==> config.mk <==
export PLATFORM = sky130hd
export DESIGN_NAME = burst_sync_detector
export DESIGN_NICKNAME = d
export VERILOG_FILES = /design/src/rtl/bsd_pkg.sv /design/src/rtl/bsd_matcher.sv /design/src/rtl/bsd_capture.sv /design/src/rtl/bsd_frame_timer.sv /design/src/rtl/burst_sync_detector.sv
export SDC_FILE = /design/constraint.sdc
export NUM_CORES = 1
export LEC_CHECK = 0
export BUFFER_PORTS_ARGS = -buffer_cell sky130_fd_sc_hd__clkbuf_2
export CAP_MARGIN = 10
export CORE_ASPECT_RATIO = 0.6
export CORE_MARGIN = 8
export CORE_UTILIZATION = 35
export DETAILED_ROUTE_END_ITERATION = 8
export SLEW_MARGIN = 10
export SYNTH_ARGS = -nofsm -noshare
export SYNTH_HDL_FRONTEND = slang
export SYNTH_SLANG_ARGS = --single-unit
==> constraint.sdc <==
create_clock -name clk_i -period 6.95 [get_ports clk_i]
set_input_delay 1.39 -clock clk_i [delete_from_list [all_inputs] [get_ports clk_i]]
set_output_delay 1.39 -clock clk_i [all_outputs]
set_load 0.03 [all_outputs]
==> src/rtl/bsd_pkg.sv <==
package bsd_pkg;
  localparam int WORD_W   = 16;
  localparam int SYNC_LEN = 6;

  typedef enum logic [1:0] {
    CAP_IDLE = 2'd0,
    CAP_PC   = 2'd1,
    CAP_PD   = 2'd2
  } cap_state_e;

  // idx 0 is the oldest word of the burst sync pattern
  function automatic logic [WORD_W-1:0] sync_word(input int idx);
    case (idx)
      4:       sync_word = 16'hF872;
      5:       sync_word = 16'h4E1F;
      default: sync_word = '0;
    endcase
  endfunction
endpackage

==> src/rtl/bsd_matcher.sv <==
module bsd_matcher
  import bsd_pkg::*;
(
  input  logic              clk_i,
  input  logic              rst_ni,
  input  logic              vld_i,
  input  logic [WORD_W-1:0] word_i,
  output logic              hit_o
);
  localparam int HIST_N = SYNC_LEN - 1;
  localparam int FILL_W = $clog2(HIST_N + 1);

  logic [WORD_W-1:0] hist_q [HIST_N];
  logic [FILL_W-1:0] fill_q;
  logic [HIST_N-1:0] eq;

  // hist_q[0] is the newest stored word
  always_ff @(posedge clk_i or negedge rst_ni) begin
    if (!rst_ni) begin
      for (int i = 0; i < HIST_N; i++) hist_q[i] <= '0;
    end else if (vld_i) begin
      hist_q[0] <= word_i;
      for (int i = 1; i < HIST_N; i++) hist_q[i] <= hist_q[i-1];
    end
  end

  always_ff @(posedge clk_i or negedge rst_ni) begin
    if (!rst_ni)
      fill_q <= '0;
    else if (vld_i && fill_q != FILL_W'(HIST_N))
      fill_q <= fill_q + 1'b1;
  end

  for (genvar g = 0; g < HIST_N; g++) begin : g_cmp
    assign eq[g] = (hist_q[g] == sync_word(SYNC_LEN - 2 - g));
  end

  assign hit_o = vld_i && (fill_q == FILL_W'(HIST_N)) && (&eq)
                 && (word_i == sync_word(SYNC_LEN - 1));
endmodule

==> src/rtl/bsd_capture.sv <==
module bsd_capture
  import bsd_pkg::*;
(
  input  logic              clk_i,
  input  logic              rst_ni,
  input  logic              vld_i,
  input  logic [WORD_W-1:0] word_i,
  input  logic              hit_i,
  output logic [WORD_W-1:0] pc_o,
  output logic [WORD_W-1:0] pd_o,
  output logic              upd_o
);
  cap_state_e        st_q, st_d;
  logic [WORD_W-1:0] pc_tmp_q;

  always_comb begin
    st_d = st_q;
    if (hit_i)
      st_d = CAP_PC;
    else if (vld_i) begin
      case (st_q)
        CAP_PC:  st_d = CAP_PD;
        CAP_PD:  st_d = CAP_IDLE;
        default: st_d = CAP_IDLE;
      endcase
    end
  end

  always_ff @(posedge clk_i or negedge rst_ni) begin
    if (!rst_ni) begin
      st_q     <= CAP_IDLE;
      pc_tmp_q <= '0;
      pc_o     <= '0;
      pd_o     <= '0;
      upd_o    <= 1'b0;
    end else begin
      st_q  <= st_d;
      upd_o <= 1'b0;
      if (!hit_i && vld_i) begin
        if (st_q == CAP_PC) pc_tmp_q <= word_i;
        if (st_q == CAP_PD) begin
          pc_o  <= pc_tmp_q;
          pd_o  <= word_i;
          upd_o <= 1'b1;
        end
      end
    end
  end
endmodule

==> src/rtl/bsd_frame_timer.sv <==
module bsd_frame_timer #(
  parameter int TIMEOUT_FRAMES = 4096
) (
  input  logic clk_i,
  input  logic rst_ni,
  input  logic hit_i,
  input  logic frame_i,
  output logic flag_o
);
  localparam int CNT_W = (TIMEOUT_FRAMES > 1) ? $clog2(TIMEOUT_FRAMES) : 1;
  localparam logic [CNT_W-1:0] LAST = CNT_W'(TIMEOUT_FRAMES - 1);

  logic [CNT_W-1:0] cnt_q;

  always_ff @(posedge clk_i or negedge rst_ni) begin
    if (!rst_ni) begin
      flag_o <= 1'b0;
      cnt_q  <= '0;
    end else if (hit_i) begin
      flag_o <= 1'b1;
      cnt_q  <= '0;
    end else if (flag_o && frame_i) begin
      if (cnt_q == LAST) begin
        flag_o <= 1'b0;
        cnt_q  <= '0;
      end else begin
        cnt_q <= cnt_q + 1'b1;
      end
    end
  end
endmodule

==> src/rtl/burst_sync_detector.sv <==
module burst_sync_detector #(
  parameter int TIMEOUT_FRAMES = 4096
) (
  input  logic        clk_i,
  input  logic        rst_ni,
  input  logic        word_valid_i,
  input  logic [15:0] word_i,
  input  logic        frame_start_i,
  input  logic        rd_sel_i,
  output logic        nonpcm_o,
  output logic [15:0] pc_o,
  output logic [15:0] pd_o,
  output logic        upd_o,
  output logic [15:0] rd_data_o
);
  logic hit;
  logic frame_tick;

  assign frame_tick = word_valid_i && frame_start_i;

  bsd_matcher u_match (
    .clk_i  (clk_i),
    .rst_ni (rst_ni),
    .vld_i  (word_valid_i),
    .word_i (word_i),
    .hit_o  (hit)
  );

  bsd_capture u_cap (
    .clk_i  (clk_i),
    .rst_ni (rst_ni),
    .vld_i  (word_valid_i),
    .word_i (word_i),
    .hit_i  (hit),
    .pc_o   (pc_o),
    .pd_o   (pd_o),
    .upd_o  (upd_o)
  );

  bsd_frame_timer #(.TIMEOUT_FRAMES(TIMEOUT_FRAMES)) u_tmr (
    .clk_i   (clk_i),
    .rst_ni  (rst_ni),
    .hit_i   (hit),
    .frame_i (frame_tick),
    .flag_o  (nonpcm_o)
  );

  assign rd_data_o = rd_sel_i ? pd_o : pc_o;
endmodule

==> out/summary.txt, run 1 <==
Mapped Area -> 6130 µm²
Layout fillers -> 1593
CTS tree -> built
Yosys reg bits -> 147
Hold Crit Start -> u_cap.pc_tmp_q[9]
top cells by area, synth -> dfrtp_1, mux2_2, nor4_1
layout cells sized above 1 -> 49.9%
Mapped Cells -> 422
syn avg cell area -> 14.5 µm²
critical path's slowest cell -> clkbuf_2
Crit Path Class -> in -> out
Reg2Reg Setup Slack -> 4.17 ns
CP dominant cell by count -> clkbuf_2
Initial Utilization -> 35.8%
register area share after synthesis -> 60.0%
post-CTS sizing -> 0
f_max -> 0.266 GHz
CTS root buf -> clkbuf_16
max-slew violation count -> 0
Crit path arrival time -> 2.37 ns
CTS Buf Count -> 17
crit path max fanout -> 16
Clk pin slew, worst setup/hold paths -> 0.07 ns
max_cap viols -> 0
IO buf count -> 70
initial antenna violation count -> 0
DRT iter0 DRCs -> 188
Die Height -> 119 µm
RSZ-0062 raised after global routing -> false
Async SR Flop Fraction -> 100%
Static Leak -> 0.00340 µW
# setup viols final -> 0
RR Startpoint -> u_match.hist_q[55]
CTS Hold Bufs -> 0
first-pass GRT wire length -> 21600 µm
Post-synth EDFFs -> 0
largest net degree at the start of global routing -> 96
Sequential Power Share -> 48.8%
Final min period -> 3.76 ns
combinational group share of total power -> 8.2%
Die X -> 187 µm
core area -> 17100 µm²
number of global-route vias before repair -> 3934
drt pass-1 iters -> 4
Hold Path End -> u_cap.pc_o[9]
R2R cell count -> 5
Reg-to-Reg End -> u_tmr.cnt_q[11]
die area -> 22100 µm²
Syn-to-layout area delta -> 19.3%
routed via count -> 3707
DR vias/cell -> 4.99
number of H-tree levels -> 4
antenna viol nets, final -> 0
wirelength, routed -> 13000 µm
Synth Warn # -> 0
synth unique cells -> 36
Tot GR Track Use -> 12.0%
WL per Instance -> 17.5 µm
count leader, synth -> dfrtp_1
diode count -> 0
Setup TNS Final -> 0 ns
Slew headroom -> 26.8%
Yosys top cell area share -> 60.0%
Power Dens Cells -> 291 nW/µm²
Worst-Skew Late Latency -> 0.41 ns
critical path launch point type -> input port
Net Sw Power -> 535 µW
Placer Congestion -> 0.759
CP peak stage delay -> 0.39 ns
post-DP HPWL -> 9080 µm
# rows -> 37
Layout Nets -> 520
clock power share -> 43.0%
Yosys top cell by area -> dfrtp_1
clk_skew -> 0.0140 ns
CTS max path bufs -> 2
synth cell count leaders -> dfrtp_1, mux2_2, nor2_1
Final Hold Viols -> 0
final worst-path cycle share -> 54.1%
status -> finished clean
Cell Chain, Critical Path -> clkbuf_2 -> mux2_2 -> clkbuf_2
CP endpoint kind -> output pin
Least-Margin Pin Slew -> 1.10 ns
HP Class -> reg -> reg
Net Count, Synth -> 446
Hold Path Cell Cnt -> 1
Worst VDD drop -> 0.000154 V
Remaining Overflow, GRT -> 0
worst path required time -> 5.56 ns
DRC viols -> 0
final std cells w/o fill -> 743
P_int -> 1600 µW
IO Pins -> 71
Primary FF master, synth -> dfrtp_1
Sinks on Clock Net -> 147
placed cells -> 711
switching portion of total power -> 25.1%
# Post-CTS Setup Buffers -> 0
logic make-up after synthesis:
logic type	count (synthesis)	synth area share [%]
flip-flops	147	60.0
multiplexers	144	26.5
AND/OR/NAND/NOR	81	8.19
AO/OA/AOI/OAI	21	2.14
buffers and inverters	20	1.73
XOR/XNOR	6	0.857
adder cells (fa/ha/maj)	3	0.612
metrics by stage:
stage          hold WS [ns]  instance area, µm²  setup slack [ns]  power, µW  utilization (%)
2_1_floorplan         0.441                6130              3.11       1150                -
3_3_place_gp          0.455                6710              3.20       1220             39.2
3_5_place_dp          0.489                6710              3.17       1230             39.2
4_1_cts               0.505                7310              3.16       2150             42.7
5_1_grt               0.514                7310              3.11       2220             42.7
6_report              0.495                7310              3.19       2130             42.7
flip-flops by register name (all words and copies together), names as in the netlist:
register,flops
u_cap.pc_o,16
u_cap.pc_tmp_q,16
u_cap.pd_o,16
u_cap.st_q,2
u_cap.upd_o,1
u_match.fill_q,3
u_match.hist_q,80
u_tmr.cnt_q,12
u_tmr.flag_o,1
worst max path at each step:
| stage | startpoint | end | cells after the start |
|---|---|---|---|
| floorplan | rd_sel_i | rd_data_o[10] | 3 |
| detailed placement | rd_sel_i | rd_data_o[13] | 3 |
| global placement | rd_sel_i | rd_data_o[6] | 3 |
| global route | rd_sel_i | rd_data_o[8] | 3 |
| finish | rd_sel_i | rd_data_o[6] | 3 |
| CTS | rd_sel_i | rd_data_o[13] | 3 |
cell type report:
type,count,area (µm²),area share [%]
Sequential cell,147,3680,50.3
Multi-Input combinational cell,255,2360,32.2
Clock buffer,18,429,5.87
Timing Repair Buffer,73,382,5.22
Tap cell,234,293,4.00
Clock inverter,14,166,2.28
Inverter,2,7.51,0.103
cell usage in the layout, fill, tap and decap left out, types with 4 or more instances in the layout:
cell | Yosys | final
a21oi_1 | 9 | 9
and3_1 | 4 | 4
buf_4 | 0 | 4
clkbuf_16 | 0 | 17
clkbuf_2 | 0 | 68
dfrtp_1 | 147 | 147
inv_6 | 0 | 5
mux2_2 | 144 | 144
nand2_1 | 10 | 10
nand3_1 | 7 | 7
nand4_1 | 6 | 6
nor2_1 | 14 | 14
nor4_1 | 13 | 12
nor4b_1 | 6 | 6
nor4bb_1 | 5 | 5
o21ai_0 | 4 | 4
xnor2_1 | 4 | 4
critical path: cells and delay by family:
kind / cells / cell delay, ns
multiplexers: 1 / 0.39
buffers and inverters: 2 / 0.57
power groups by stage:
stage | Clock (µW) | Sequential, µW | Combinational [µW]
2_1_floorplan | 0 | 1020 | 130
6_report | 917 | 1040 | 175
5_1_grt | 972 | 1050 | 198
3_5_place_dp | 0 | 1050 | 178
4_1_cts | 936 | 1040 | 180
3_3_place_gp | 0 | 1050 | 169
per-layer routing:
layer  track usage (%)  part of all wire [%]  up-vias
li1                  -                     -     1699
met1              17.2                    51     1924
met2              16.9                    44       76
met3              4.05                   5.0        8
met4              3.56                  0.75        0
met5                 0                     0        -
(Power assumes the default switching activity.)
==> inputs of run 2 (changes only) <==
- clock period: 6.95 -> 3.5 ns (I/O delays scaled with it)
==> out/summary.txt, run 2 (synthesis gave the netlist of run 1 again) <==
Placement Cell Area -> 6740 µm²
Worst-Skew Late Latency -> 0.41 ns
Final min period -> 2.65 ns
first-pass GRT wire length -> 21700 µm
Tot GR Track Use -> 12.1%
# rows -> 37
f_max -> 0.377 GHz
core area -> 17100 µm²
post-CTS sizing -> 0
RR Startpoint -> u_match.hist_q[43]
worst path required time -> 3.79 ns
Setup TNS Final -> 0 ns
Crit Path Class -> reg -> reg
Net Sw Power -> 1060 µW
HP Class -> in -> async
design area -> 7350 µm²
RSZ-0062 raised after global routing -> false
critical path launch point type -> flop
placed cells -> 714
Layout Nets -> 523
combinational group share of total power -> 8.3%
DRC viols -> 0
R2R cell count -> 5
routed via count -> 3697
Biggest register -> u_match.hist_q
die area -> 22100 µm²
Final Hold Viols -> 0
final worst slack -> 0.845 ns
number of global-route vias before repair -> 3947
clk_skew -> 0.0152 ns
Initial Utilization -> 35.8%
Sequential Power Share -> 48.4%
commonest non-fill, non-tap cells in the layout -> dfrtp_1, mux2_2, clkbuf_2, clkbuf_16, nor2_1
max reg flops -> 80
final std cells w/o fill -> 746
CTS Buf Count -> 17
Critical path origin -> u_match.hist_q[43]
Sinks on Clock Net -> 147
DRT iter0 DRCs -> 326
CTS max path bufs -> 2
clock power share -> 43.2%
CTS tree -> built
CP endpoint kind -> flop
P_int -> 3190 µW
Placer Congestion -> 0.770
largest net degree at the start of global routing -> 95
CTS root buf -> clkbuf_16
commonest non-fill, non-tap cell in the layout -> dfrtp_1
Syn-to-layout area delta -> 19.9%
post-DP HPWL -> 9160 µm
CP Capture Point -> u_cap.pd_o[9]
Remaining Overflow, GRT -> 0
dpl ws -> 0.621 ns
max_cap viols -> 0
IO buf count -> 70
WL per Instance -> 17.4 µm
crit path max fanout -> 33
layout cells sized above 1 -> 50.4%
Final Power -> 4250 µW
Least-Margin Pin Slew -> 1.11 ns
IO Pins -> 71
DR vias/cell -> 4.96
diode count -> 0
wirelength, routed -> 13000 µm
drt pass-1 iters -> 4
number of H-tree levels -> 4
Crit path arrival time -> 2.95 ns
Slew headroom -> 26.1%
CTS Hold Bufs -> 0
switching portion of total power -> 24.9%
max-slew violation count -> 0
antenna viol nets, final -> 0
# Post-CTS Setup Buffers -> 0
Worst VDD drop -> 0.000342 V
Die X -> 187 µm
Reg2Reg Setup Slack -> 0.85 ns
Static Leak -> 0.00342 µW
initial antenna violation count -> 1
Power Dens Cells -> 578 nW/µm²
Die Height -> 119 µm
final worst-path cycle share -> 75.8%
Reg-to-Reg End -> u_cap.pd_o[9]
# setup viols final -> 0
Clk pin slew, worst setup/hold paths -> 0.06 ns
status -> finished clean
==> run 2: worst min-delay path by stage <==
stage,from,end,slack (ns),cells past startpoint
2_1_floorplan,rst_ni,u_cap.pc_o[0],0.40,0
3_3_place_gp,u_match.fill_q[2],u_match.fill_q[2],0.46,1
3_5_place_dp,u_match.fill_q[2],u_match.fill_q[2],0.47,1
4_1_cts,rst_ni,u_tmr.cnt_q[3],0.40,1
5_1_grt,rst_ni,u_tmr.cnt_q[1],0.42,1
6_report,rst_ni,u_tmr.cnt_q[1],0.32,1
==> run 2: layout make-up <==
| type | count | area [µm²] |
|---|---|---|
| clock inverters | 14 | 169 |
| well taps | 234 | 293 |
| clock buffers | 18 | 439 |
| multi-input cells | 255 | 2360 |
| repair buffers | 76 | 404 |
| fillers | 1584 | 9780 |
| inverters | 2 | 7.51 |
| flip-flops and latches | 147 | 3680 |
==> run 2: worst max-delay path, cell delays in order (launching register included) <==
cell and delay [ns]:
dfrtp_1 0.39, or4_1 0.58, or4_4 0.47, nor4_4 0.39, a21oi_4 0.33, mux2_2 0.37
==> run 2: power groups by stage <==
stage / clock network (µW) / registers (µW) / logic [µW]
6_report: 1840 / 2060 / 354
5_1_grt: 1960 / 2090 / 396
4_1_cts: 1880 / 2060 / 362
3_5_place_dp: 0 / 2090 / 360
3_3_place_gp: 0 / 2080 / 342
2_1_floorplan: 0 / 2020 / 258
==> run 2: through the flow <==
step	util [%]	hold slack, ns
6_report	42.9	0.322
5_1_grt	42.9	0.422
4_1_cts	42.9	0.402
3_5_place_dp	39.3	0.469
3_3_place_gp	39.3	0.455
2_1_floorplan	-	0.404
==> run 2: layer usage <==
| layer | global-route usage (%) | vias up | wire [µm] |
|---|---|---|---|
| li1 | - | 1702 | - |
| met1 | 18.0 | 1911 | 6870 |
| met2 | 16.5 | 76 | 5410 |
| met3 | 3.29 | 8 | 605 |
| met4 | 4.25 | 0 | 134 |
| met5 | 0 | - | 0 |
==> inputs of run 3 (changes only) <==
- ABC_AREA: unset -> 1
- clock period: 3.5 -> 2.4 ns (I/O delays scaled with it)
==> out/summary.txt, run 3 <==
DR vias/cell -> 4.98
critical path launch point type -> flop
Synth Warn # -> 0
Slew headroom -> 65.5%
final worst-path cycle share -> 85.0%
RSZ-0062 raised after global routing -> false
max-slew violation count -> 0
layout cells sized above 1 -> 16.0%
HP Class -> in -> async
final worst slack -> 0.361 ns
largest net degree at the start of global routing -> 117
Setup TNS Final -> 0 ns
DRT iter0 DRCs -> 559
Primary FF master, synth -> dfrtp_1
Yosys top cell by area -> dfrtp_1
clk_skew -> 0.0127 ns
# setup viols final -> 0
Net Count, Synth -> 856
Worst VDD drop -> 0.000519 V
antenna viol nets, final -> 0
post-CTS sizing -> 0
post-synthesis adder-cell area fraction -> 0.544%
routed via count -> 5834
Remaining Overflow, GRT -> 0
Least-Margin Pin Slew -> 0.517 ns
Static Leak -> 0.00403 µW
dpl ws -> 0.277 ns
Yosys reg bits -> 147
Yosys top cell area share -> 53.3%
mux cell area share after synthesis -> 2.61%
FF/Latch Area -> 3680 µm²
Mapped Cells -> 832
number of global-route vias before repair -> 5378
Worst-Skew Late Latency -> 0.43 ns
wirelength, routed -> 18100 µm
die area -> 24600 µm²
register area share after synthesis -> 53.3%
area of the multi-input gates -> 2660 µm²
Final min period -> 2.04 ns
initial antenna violation count -> 0
Mapped Area -> 6900 µm²
max reg flops -> 80
Final Hold Viols -> 3
CTS root buf -> clkbuf_16
f_max -> 0.490 GHz
IO buf count -> 70
Clk pin slew, worst setup/hold paths -> 0.06 ns
count leader, synth -> nand2_1
IO Pins -> 71
Crit Path Class -> reg -> reg
Post-synth EDFFs -> 0
Die X -> 197 µm
CTS Hold Bufs -> 0
core area -> 19200 µm²
Tot GR Track Use -> 15.2%
Initial Utilization -> 36.0%
DRC viols -> 0
CTS tree -> built
post-synthesis simple-gate area fraction -> 28.2%
drt pass-1 iters -> 5
Layout Nets -> 918
main combinational cell family by area after synthesis -> simple AND/OR/NAND/NOR gates
Layout fillers -> 1900
Biggest register -> u_match.hist_q
failing checks -> hold timing
status -> complete, but fails checks
number of H-tree levels -> 4
Power Dens Cells -> 798 nW/µm²
commonest non-fill, non-tap cells in the layout -> nand2_1, dfrtp_1, nor2_1, nand4_1, inv_1
worst path required time -> 2.71 ns
hold slack -> -0.00945 ns
WL per Instance -> 15.5 µm
Final Power -> 6430 µW
Sinks on Clock Net -> 147
CTS max path bufs -> 2
commonest non-fill, non-tap cell in the layout -> nand2_1
Async SR Flop Fraction -> 100%
post-DP HPWL -> 13000 µm
CP endpoint kind -> flop
CTS Buf Count -> 17
top cells by area, synth -> dfrtp_1, nand2_1, nand4_1
# rows -> 39
Syn-to-layout area delta -> 16.9%
synth cell count leaders -> nand2_1, dfrtp_1, nor2_1
max_cap viols -> 0
syn avg cell area -> 8.29 µm²
Placer Congestion -> 0.835
first-pass GRT wire length -> 30000 µm
Crit path arrival time -> 2.35 ns
post-synthesis compound-gate area fraction -> 6.04%
diode count -> 0
# Post-CTS Setup Buffers -> 0
synth unique cells -> 25
Die Height -> 125 µm
crit path max fanout -> 31
XOR/XNOR Fraction of Synth Area -> 1.14%
[run 3: cell types whose count changed in the layout (fill, tap and decap cells not counted), moves of 7 or more]
cell and delta:
a21oi_1 -7, nor2_1 +69, mux2_2 -134, inv_1 +70, nand2_1 +229, o21ai_0 +21
nor4_1 -7, o21ai_1 +55, nand4_1 +73, nand3_1 +22, inv_2 +15
[run 3: cell families after synthesis]
kind of cell | count (synthesis)
xor gates and xnor gates | 9
muxes | 16
adders and majority gates | 3
and+or+nand+nor | 444
DFF | 147
AOI/OAI and AO/OA | 83
buffers and inverters | 130
[run 3: metrics by stage]
| stage | hold WS (ns) | instances | util, % | cell area (µm²) |
|---|---|---|---|---|
| finish | -0.00945 | 1172 | 42.0 | 8060 |
| global route | 0.0186 | 1172 | 42.0 | 8060 |
| CTS | 0.00697 | 1172 | 42.0 | 8060 |
| detailed placement | 0.459 | 1141 | 39.2 | 7510 |
| global placement | 0.456 | 1141 | 39.2 | 7510 |
| floorplan | 0.184 | 832 | - | 6900 |
[run 3: final timing paths]
| path | slack (ns) | cells after the start | from | end |
|---|---|---|---|---|
| worst max-delay path | 0.36 | 12 | u_match.fill_q[1] | u_tmr.cnt_q[11] |
| worst min-delay path | -0.009 | 1 | rst_ni | u_match.hist_q[15] |
| worst max register to register | 0.36 | 12 | u_match.fill_q[1] | u_tmr.cnt_q[11] |
| worst min register to register | 0.48 | 2 | u_cap.pc_tmp_q[13] | u_cap.pc_tmp_q[13] |
| max in group asynchronous | 1.68 | 2 | rst_ni | u_cap.pc_o[0] |
| min in group clk_i | 0.34 | 3 | word_i[5] | u_cap.pd_o[5] |
[run 3: critical path, stage by stage, from the launching register on]
cell and delay [ns]:
dfrtp_1 0.39, inv_1 0.07, ha_1 0.14, nand2_1 0.12, inv_2 0.08, nand2_1 0.05
nor2_1 0.11, nand2_1 0.06, nor2_1 0.23, nand3_2 0.18, buf_4 0.28, nand4_1 0.14
nand2_1 0.07
[run 3: final cells by class]
class                   count  share of cell area (%)
clock inverters            12                    1.37
clock buffers              19                    5.49
inverters                  88                    4.10
flip-flops and latches    147                    45.6
multi-input cells         555                    33.0
well taps                 266                    4.13
repair buffers             85                    6.32
[run 3: layer usage]
layer	wire length (µm)	track usage, %	part of all wire [%]	vias to the layer above
li1	-	-	-	2854
met3	1240	3.37	6.8	17
met4	146	3.31	0.80	0
met5	0	0	0	-
met1	9860	25.3	54	2804
met2	6900	18.8	38	159
[run 3: power breakdown]
group          leakage, µW  switching [µW]  internal [µW]
Combinational      0.00186             679            299
Sequential         0.00191             204           2740
Clock             0.000261            1060           1450
Total              0.00403            1940           4490
